<file path="src/rtl/hec_align_pkg.sv">
package hec_align_pkg;

   typedef enum logic [1:0] {
      ST_HUNT    = 2'd0,
      ST_PRESYNC = 2'd1,
      ST_SYNC    = 2'd2
   } align_state_e;

   // One byte of a most-significant-bit-first CRC-8 with the given polynomial.
   function automatic logic [7:0] crc8_step(input logic [7:0] crc,
                                            input logic [7:0] data,
                                            input logic [7:0] poly);
      logic [7:0] c;
      logic       fb;
      c = crc;
      for (int i = 7; i >= 0; i--) begin
         fb = c[7] ^ data[i];
         c  = {c[6:0], 1'b0} ^ (fb ? poly : 8'h00);
      end
      return c;
   endfunction

endpackage

</file>
<file path="src/rtl/hec_crc8.sv">
module hec_crc8 #(
   parameter int         HDR_LEN = 4,
   parameter logic [7:0] POLY    = 8'h07,
   parameter logic [7:0] COSET   = 8'h55
) (
   input  logic [HDR_LEN*8-1:0] hdr_flat,
   output logic [7:0]           hec
);
   import hec_align_pkg::*;

   logic [7:0] stage [0:HDR_LEN];

   assign stage[0] = 8'h00;

   generate
      for (genvar g = 0; g < HDR_LEN; g++) begin : g_byte
         assign stage[g+1] = crc8_step(stage[g],
                                       hdr_flat[(HDR_LEN-1-g)*8 +: 8], POLY);
      end
   endgenerate

   assign hec = stage[HDR_LEN] ^ COSET;

endmodule

</file>
<file path="src/rtl/hec_window.sv">
module hec_window #(
   parameter int HDR_LEN = 4
) (
   input  logic                 clk,
   input  logic                 rst_n,
   input  logic                 shift_en,
   input  logic [7:0]           din,
   output logic [HDR_LEN*8-1:0] win_flat,
   output logic [7:0]           oldest,
   output logic                 full
);
   localparam int FILL_W = $clog2(HDR_LEN + 1);

   logic [7:0]        win [0:HDR_LEN-1];
   logic [FILL_W-1:0] fill;

   generate
      for (genvar i = 0; i < HDR_LEN; i++) begin : g_tap
         if (i == HDR_LEN - 1) begin : g_last
            always_ff @(posedge clk or negedge rst_n)
               if (!rst_n)        win[i] <= 8'h00;
               else if (shift_en) win[i] <= din;
         end else begin : g_mid
            always_ff @(posedge clk or negedge rst_n)
               if (!rst_n)        win[i] <= 8'h00;
               else if (shift_en) win[i] <= win[i+1];
         end
         assign win_flat[(HDR_LEN-1-i)*8 +: 8] = win[i];
      end
   endgenerate

   always_ff @(posedge clk or negedge rst_n)
      if (!rst_n)
         fill <= '0;
      else if (shift_en && fill != FILL_W'(HDR_LEN))
         fill <= fill + FILL_W'(1);

   assign full   = (fill == FILL_W'(HDR_LEN));
   assign oldest = win[0];

endmodule

</file>
<file path="src/rtl/hec_lock_fsm.sv">
module hec_lock_fsm
   import hec_align_pkg::*;
#(
   parameter int CELL_LEN   = 53,
   parameter int HDR_LEN    = 4,
   parameter int PRESYNC_N  = 6,
   parameter int SYNC_BAD_N = 7
) (
   input  logic         clk,
   input  logic         rst_n,
   input  logic         in_valid,
   input  logic         hit,
   output align_state_e state,
   output align_state_e state_nxt,
   output logic         at_header
);
   localparam int POS_W  = $clog2(CELL_LEN);
   localparam int GOOD_W = $clog2(PRESYNC_N + 1);
   localparam int BAD_W  = $clog2(SYNC_BAD_N + 1);
   localparam logic [POS_W-1:0] HEC_POS  = POS_W'(HDR_LEN);
   localparam logic [POS_W-1:0] LAST_POS = POS_W'(CELL_LEN - 1);

   logic [POS_W-1:0]  pos, pos_nxt, pos_inc;
   logic [GOOD_W-1:0] good, good_nxt;
   logic [BAD_W-1:0]  bad, bad_nxt;
   logic              chk_slot;

   assign pos_inc  = (pos == LAST_POS) ? '0 : pos + POS_W'(1);
   assign chk_slot = in_valid && (state != ST_HUNT) && (pos_inc == HEC_POS);

   always_comb begin
      state_nxt = state;
      pos_nxt   = pos;
      good_nxt  = good;
      bad_nxt   = bad;
      if (in_valid) begin
         unique case (state)
            ST_HUNT: begin
               if (hit) begin
                  state_nxt = ST_PRESYNC;
                  pos_nxt   = HEC_POS;
                  good_nxt  = '0;
               end
            end
            ST_PRESYNC: begin
               pos_nxt = pos_inc;
               if (chk_slot) begin
                  if (!hit) begin
                     state_nxt = ST_HUNT;
                  end else if (good == GOOD_W'(PRESYNC_N - 1)) begin
                     state_nxt = ST_SYNC;
                     bad_nxt   = '0;
                  end else begin
                     good_nxt = good + GOOD_W'(1);
                  end
               end
            end
            default: begin
               pos_nxt = pos_inc;
               if (chk_slot) begin
                  if (hit)
                     bad_nxt = '0;
                  else if (bad == BAD_W'(SYNC_BAD_N - 1))
                     state_nxt = ST_HUNT;
                  else
                     bad_nxt = bad + BAD_W'(1);
               end
            end
         endcase
      end
   end

   assign at_header = in_valid && (pos_nxt == HEC_POS);

   always_ff @(posedge clk or negedge rst_n)
      if (!rst_n) begin
         state <= ST_HUNT;
         pos   <= '0;
         good  <= '0;
         bad   <= '0;
      end else begin
         state <= state_nxt;
         pos   <= pos_nxt;
         good  <= good_nxt;
         bad   <= bad_nxt;
      end


   hunt_lock_chk: assert property (@(posedge clk) disable iff (!rst_n)
      (state == ST_HUNT && in_valid && hit) |=> state == ST_PRESYNC);


   presync_drop_chk: assert property (@(posedge clk) disable iff (!rst_n)
      (state == ST_PRESYNC && chk_slot && !hit) |=> state == ST_HUNT);


   no_skip_chk: assert property (@(posedge clk) disable iff (!rst_n)
      state == ST_HUNT |=> state != ST_SYNC);


   sync_hold_chk: assert property (@(posedge clk) disable iff (!rst_n)
      (state == ST_SYNC && chk_slot && hit) |=> state == ST_SYNC);


   idle_hold_chk: assert property (@(posedge clk) disable iff (!rst_n)
      !in_valid |=> $stable(state));

endmodule

</file>
<file path="src/rtl/hec_cell_aligner.sv">
module hec_cell_aligner #(
   parameter int         CELL_LEN   = 53,
   parameter int         HDR_LEN    = 4,
   parameter int         PRESYNC_N  = 6,
   parameter int         SYNC_BAD_N = 7,
   parameter logic [7:0] POLY       = 8'h07,
   parameter logic [7:0] COSET      = 8'h55
) (
   input  logic       clk,
   input  logic       rst_n,
   input  logic       in_valid,
   input  logic [7:0] in_byte,
   output logic [7:0] cell_byte,
   output logic       cell_valid,
   output logic       cell_start,
   output logic [1:0] align_state
);
   import hec_align_pkg::*;

   generate
      if (CELL_LEN <= HDR_LEN + 1) begin : g_bad_len
         $error("CELL_LEN must exceed HDR_LEN + 1");
      end
      if (HDR_LEN < 1) begin : g_bad_hdr
         $error("HDR_LEN must be at least 1");
      end
      if (PRESYNC_N < 1 || SYNC_BAD_N < 1) begin : g_bad_cnt
         $error("hysteresis counts must be at least 1");
      end
   endgenerate

   logic [HDR_LEN*8-1:0] win_flat;
   logic [7:0]           oldest, hec_calc;
   logic                 full, hit, at_header;
   align_state_e         state, state_nxt;

   hec_window #(.HDR_LEN(HDR_LEN)) u_win (
      .clk      (clk),
      .rst_n    (rst_n),
      .shift_en (in_valid),
      .din      (in_byte),
      .win_flat (win_flat),
      .oldest   (oldest),
      .full     (full)
   );

   hec_crc8 #(.HDR_LEN(HDR_LEN), .POLY(POLY), .COSET(COSET)) u_crc (
      .hdr_flat (win_flat),
      .hec      (hec_calc)
   );

   assign hit = full && (hec_calc == in_byte);

   hec_lock_fsm #(
      .CELL_LEN   (CELL_LEN),
      .HDR_LEN    (HDR_LEN),
      .PRESYNC_N  (PRESYNC_N),
      .SYNC_BAD_N (SYNC_BAD_N)
   ) u_fsm (
      .clk       (clk),
      .rst_n     (rst_n),
      .in_valid  (in_valid),
      .hit       (hit),
      .state     (state),
      .state_nxt (state_nxt),
      .at_header (at_header)
   );

   always_ff @(posedge clk or negedge rst_n)
      if (!rst_n) begin
         cell_byte  <= 8'h00;
         cell_valid <= 1'b0;
         cell_start <= 1'b0;
      end else begin
         cell_valid <= in_valid && (state_nxt == ST_SYNC);
         cell_start <= at_header && (state_nxt == ST_SYNC);
         if (in_valid)
            cell_byte <= oldest;
      end

   assign align_state = state;


   start_in_cell_chk: assert property (@(posedge clk) disable iff (!rst_n)
      cell_start |-> cell_valid);


   idle_quiet_chk: assert property (@(posedge clk) disable iff (!rst_n)
      !in_valid |=> !cell_valid);

endmodule

</file>
<file path="config.mk">
export PLATFORM = sky130hd
export DESIGN_NAME = hec_cell_aligner
export DESIGN_NICKNAME = d
export VERILOG_FILES = /design/src/rtl/hec_align_pkg.sv /design/src/rtl/hec_crc8.sv /design/src/rtl/hec_window.sv /design/src/rtl/hec_lock_fsm.sv /design/src/rtl/hec_cell_aligner.sv
export SDC_FILE = /design/constraint.sdc
export NUM_CORES = 1
export LEC_CHECK = 0
export BUFFER_PORTS_ARGS = -buffer_cell sky130_fd_sc_hd__buf_2
export CAP_MARGIN = 40
export CORE_AREA = 4 4 90 92
export CTS_CLUSTER_DIAMETER = 30
export DETAILED_ROUTE_END_ITERATION = 10
export DIE_AREA = 0 0 94 96
export GPL_ROUTABILITY_DRIVEN = 0
export GPL_TIMING_DRIVEN = 0
export PLACE_DENSITY = 0.72
export SLEW_MARGIN = 5
export SYNTH_ARGS = -nofsm -noshare
export SYNTH_HDL_FRONTEND = slang
export SYNTH_SLANG_ARGS = --single-unit
</file>
<file path="constraint.sdc">
create_clock -name clk -period 4 [get_ports clk]
set_input_delay 0.2 -clock clk [delete_from_list [all_inputs] [get_ports clk]]
set_output_delay 0.2 -clock clk [all_outputs]
set_load 0.03 [all_outputs]
</file>
==> results of run 1 <==
path summary, 6_finish.rpt:
check                                     start           endpoint  slack [ns]
worst min-delay path                 in_byte[0]  u_win.win_flat[0]        0.12
worst max register to register  u_win.oldest[3]      u_fsm.good[1]        0.23
min in group asynchronous                 rst_n       cell_byte[5]        0.48
max in group asynchronous                 rst_n      u_fsm.good[0]        3.02
worst max-delay path            u_win.oldest[3]      u_fsm.good[1]        0.23
worst min register to register     cell_byte[0]       cell_byte[0]        0.50
critical path: cells and delay by family (launching register included):
kind,cells,cell delay (ns)
mux,2,0.77
flops,1,0.46
simple gates,2,0.55
xor+xnor,6,1.86
metrics by stage:
stage	cell area [um^2]	hold slack, ns	setup slack (ns)
final	4329	0.1214	0.2324
after global routing	4329	0.1235	0.01569
after CTS	4329	0.1127	0.2120
after detailed placement	4151	0.3258	0.2299
after global placement	4149	0.4592	0.2422
after floorplan	3920	-0.09559	0.6527
state kept, by name, indices dropped and copies added (netlist names):
register / flops
cell_byte: 8
cell_start: 1
cell_valid: 1
u_fsm.bad: 3
u_fsm.good: 3
u_fsm.pos: 6
u_fsm.state: 2
u_win.fill: 3
u_win.oldest: 8
u_win.win_flat: 24
cell usage in the layout, fill, tap and decap left out, types with 4 or more instances in the layout:
cell,n
a21oi_1,6
buf_2,21
clkbuf_1,9
clkbuf_8,10
dfrtp_1,59
ha_1,8
inv_1,13
mux2_2,42
nand2_1,15
nand2b_1,4
nand3_1,4
nand4_1,4
nor2_1,11
nor2b_1,4
o21ai_0,8
xnor2_1,35
xnor2_2,5
xnor3_1,14
xor2_1,10
xor3_1,6
layer usage:
layer | part of all wire, % | up-vias | routed length, um
met5 | 0 | - | 0
met3 | 2.8 | 10 | 196
met1 | 49 | 1165 | 3455
met4 | 1.7 | 0 | 124
li1 | - | 1166 | -
met2 | 47 | 33 | 3314
final cells by class:
cell class | instances | share of cell area, %
clock inverters | 5 | 0.6936
well taps | 99 | 2.861
multi-input cells | 229 | 53.73
inverters | 13 | 1.127
repair buffers | 22 | 2.717
plain buffers | 14 | 1.590
flip-flops and latches | 59 | 34.10
clock buffers | 10 | 3.179
kinds of logic (layout without fill, tap and decap cells):
group / Yosys count / count (layout) / share of synthesized area (%)
and+or+nand+nor: 62 / 62 / 9.192
buffers and inverters: 27 / 64 / 3.000
adders and majority gates: 8 / 8 / 2.554
DFF: 59 / 59 / 37.66
AOI/OAI and AO/OA: 35 / 35 / 6.193
muxes: 48 / 48 / 13.95
xor gates and xnor gates: 76 / 76 / 27.45
repair_timing:
action / 4_1_cts / 5_1_grt
hold endpoints to repair: 59 / 0
hold buffers: 1 / 0
buffers inserted: 0 / 0
setup endpoints to repair: 0 / 0
==> results.yml, run 1 <==
grt:
  use_met1_pct: 24.82
  gr-total-overflow: 0
  grt-busiest-layer: "met2"
  grt_pass1_wl_mm: 11.65
  grt_pass1_vias: 2347
  antenna_found_initial: 0
  grt_use_met3_pct: 2.815
  grt_max_degree: 60
  met2_usage_pct: 25.96
  gr-usage-all-layers_pct: 17.28
floorplanning:
  core_mm2: 0.007214
  die_w_um: 94
  dieHeight_um: 96
  num_rows: 31
  start_util_pct: 54.34
  ioPinCount: 23
  dieArea_mm2: 0.009024
logic_synthesis:
  synth_area_leaders: "dfrtp_1 38%, mux2_2 12%, xnor3_1 8.0%"
  synth_edf_count: 0
  ys_seq_elements: 59
  synth_cell_type_count: 57
  post-synth-top-count-cell: "dfrtp_1"
  synth_top_flop_cell: "dfrtp_1"
  synthTopCellsByCount: "59 x dfrtp_1, 42 x mux2_2, 35 x xnor2_1"
  netlist_area_mm2: 0.003920
  synthesis.nets: 334
  ys_seq_area_share_pct: 37.66
  yosys_warnings: 0
  syn_inst: 315
  avgSynthCellArea_um2: 12.44
  yosys.area.top_type: "dfrtp_1"
  ys_async_sr_fraction_pct: 100.0
  netlist.area_leader.share_pct: 37.66
flow_run:
  drv_cap: 0
finish:
  nNetsFinal: 367
  multi_input_area_mm2: 0.002326
  diodes: 0
  regArea_mm2: 0.001476
  area_delta_synth_final_pct: 10.44
  fill_cells: 596
  fin_cells: 451
  final_util_pct: 60.01
  drive_gt1_share_pct: 29.55
timing:
  clock_skew_ns: 0.006128
  slew-limit-headroom_pct: 49.74
  slew_violations: 0
  worst_slew_pin_slew_ns: 0.7539
  tns_ns: 0
  min_period_ns: 3.768
  hold_viol: 0
  period_share_pct: 94.19
  setup-violations-final: 0
  rsz0062_at_grt: "false"
  clock.fmax_mhz: 265.4
route:
  drt-wirelength-per-cell_um: 15.72
  drcViolationCount: 0
  first_pass_iters: 4
  drt_first_iter_violations: 71
  ant_nets: 0
  avgViaCountPerCell: 5.264
  routed_wl_mm: 7.090
  vias: 2374
cts:
  cts_buffer_depth: 2
  cts_tree: "yes"
  clock-root-buffer: "clkbuf_8"
  htreeDepth: 3
  clk_pin_slew_ns: 0.07
  cts_sinks: 59
  cts_made_buffers: 9
  clk_latency_ns: 0.33
  cts_resized: 0
placed_design:
  dp.cells: 435
  port_buffers: 21
  dp.final_hpwl_mm: 5.071
setup_path:
  critPathRequiredTime_ns: 4.21
  path_common_cell: "xnor2_1"
  cp-start-kind: "register"
  critPathMaxStageDelay_ns: 0.53
  path_class: "register to register"
  crit_slowest_cell: "xnor3_2"
  cp-end-kind: "register"
  r2r_cells: 10
  critPathMaxFanout: 4
  cp.arrival_ns: 3.98
  cp_cell_sequence: "xor2_2 > xnor3_2 > xor2_1 > xnor3_1 > xnor2_1 > xnor2_1 > mux2i_1 > and2_4 > nor4b_4 > mux2_4"
hold_path:
  hold_depth: 2
  hold_class: "input pin to register"
run_status:
  status: "finished clean"
Power of run 1 is not shown: default switching activity piles up to over one toggle a cycle in this logic, so the estimate is an artifact.
==> run 2: changes to the inputs <==
Settings changed: CORE_AREA 4 4 90 92 to 4 4 81 102, CTS_BUF_LIST set to sky130_fd_sc_hd__clkbuf_4, DIE_AREA 0 0 94 96 to 0 0 85 106.
==> run 2 against run 1 <==
Count of clock-buffer cells in the layout fell by 1. Global-route usage rose by 0.11 points. Sequential cell count did not move. Setup slack improved by 0.030 ns. Critical endpoint is now u_fsm.good[0]. Largest cell class unchanged.
==> results.yml, run 2 (synthesized netlist as in run 1, its figures left out) <==
floorplanning:
  start_util_pct: 53.60
  ioPinCount: 23
  die_w_um: 85
  dieHeight_um: 106
  dieArea_mm2: 0.009010
  num_rows: 35
  core_mm2: 0.007313
timing:
  worst_slew_pin_slew_ns: 0.7300
  clock.fmax_mhz: 267.5
  setup-violations-final: 0
  hold_viol: 0
  slew-limit-headroom_pct: 51.34
  slew_violations: 0
  period_share_pct: 93.45
  fin_ws_ns: 0.2621
  rsz0062_at_grt: "false"
  tns_ns: 0
  min_period_ns: 3.738
  clock_skew_ns: 0.01196
setup_path:
  cp_cell_sequence: "xor2_2 > xnor3_2 > xor2_1 > xnor3_1 > xnor2_1 > xnor2_1 > mux2i_1 > and2_4 > nor4b_4 > mux2_4"
  cp.arrival_ns: 4.04
  path_class: "register to register"
  crit_family: "XOR/XNOR gates"
  critPathMaxFanout: 4
  critPathMaxStageDelay_ns: 0.53
  r2r_setup_slack_ns: 0.26
  path_depth: 10
  critPathRequiredTime_ns: 4.30
  crit_slowest_cell: "xnor3_2"
  r2r-start: "u_win.oldest[3]"
  r2r_cells: 10
  cp-end-kind: "register"
  path_buf_inv: 0
  cp-start-kind: "register"
  reg2reg_to: "u_fsm.good[0]"
  path_common_cell: "xnor2_1"
cts:
  cts_sinks: 59
  cts_buffer_depth: 2
  clk_pin_slew_ns: 0.10
  cts_made_buffers: 9
  cts_resized: 0
  post_cts_buffers: 0
  cts_tree: "yes"
  htreeDepth: 3
  cts.hold.buffers_added: 1
  clock-root-buffer: "clkbuf_4"
  clk_latency_ns: 0.41
grt:
  grt_max_degree: 60
  grt_pass1_wl_mm: 12.21
  gr-total-overflow: 0
  gr-usage-all-layers_pct: 17.39
  grt_pass1_vias: 2531
  antenna_found_initial: 0
route:
  drt_first_iter_violations: 94
  ant_nets: 0
  drcViolationCount: 0
  first_pass_iters: 5
  drt-wirelength-per-cell_um: 16.30
  routed_wl_mm: 7.239
  avgViaCountPerCell: 5.516
  vias: 2449
finish:
  largest_reg_flops: 24
  diodes: 0
  layout_common_cells: "59 x dfrtp_1, 42 x mux2_2, 35 x xnor2_1"
  drive_gt1_share_pct: 28.98
  nNetsFinal: 367
  area_delta_synth_final_pct: 9.129
  layout_commonest_cell: "dfrtp_1"
  fill_cells: 629
flow_run:
  drv_cap: 0
hold_path:
  hp-start: "in_byte[2]"
  hold_end: "u_win.win_flat[2]"
  hold_depth: 2
  hold_class: "input pin to register"
placed_design:
  place_ws_ns: 0.2539
  port_buffers: 21
  dp.final_hpwl_mm: 5.400
run_status:
  status: "finished clean"
## run 2: changes by cell type in the layout (fill, tap and decap cells not counted)
cell       previous run  this run
clkbuf_8             10         0
clkinv_1              0         2
clkbuf_4              0         9
bufinv_16             0         1
clkinv_2              3         1
## run 2: cell type report
cell class	count	area, um^2	share of cell area, %
buffer	14	68.82	1.609
sequential	59	1476	34.51
clock inverter	6	57.56	1.345
tap	92	115.1	2.691
timing repair buffer	22	117.6	2.749
multi-input combinational	229	2326	54.37
inverter	13	48.80	1.141
clock buffer	9	67.56	1.579
## run 2: metrics by stage
step | hold WS, ns | util [%] | cells | cell area (um^2)
2_1_floorplan | -0.09559 | - | 315 | 3920
3_3_place_gp | 0.4593 | 56.61 | 428 | 4140
3_5_place_dp | 0.3213 | 56.65 | 428 | 4143
4_1_cts | 0.01930 | 58.49 | 444 | 4278
5_1_grt | 0.02591 | 58.49 | 444 | 4278
6_report | 0.04703 | 58.49 | 444 | 4278
## run 2: routing by layer
metal / up-vias / wire (um) / GRT usage [%]
met5: - / 0 / 0
met4: 0 / 82 / 5.430
met3: 13 / 235 / 4.031
met2: 35 / 4020 / 31.44
met1: 1227 / 2900 / 20.11
li1: 1174 / - / -
## run 2: how the worst max path moves through the flow
stage,start,endpoint
global route,u_win.oldest[3],u_fsm.good[0]
global placement,u_win.oldest[3],u_fsm.good[1]
finish,u_win.oldest[3],u_fsm.good[0]
CTS,u_win.oldest[3],u_fsm.good[0]
floorplan,u_win.oldest[3],u_fsm.good[0]
detailed placement,u_win.oldest[3],u_fsm.good[0]
## run 2: worst reg2reg max path, stage by stage, from the launching register on
cell	delay (ns)
dfrtp_1	0.48
xor2_2	0.33
xnor3_2	0.53
xor2_1	0.28
xnor3_1	0.38
xnor2_1	0.20
xnor2_1	0.16
mux2i_1	0.40
and2_4	0.24
nor4b_4	0.31
mux2_4	0.33
Power of run 2 is left out for the same reason.
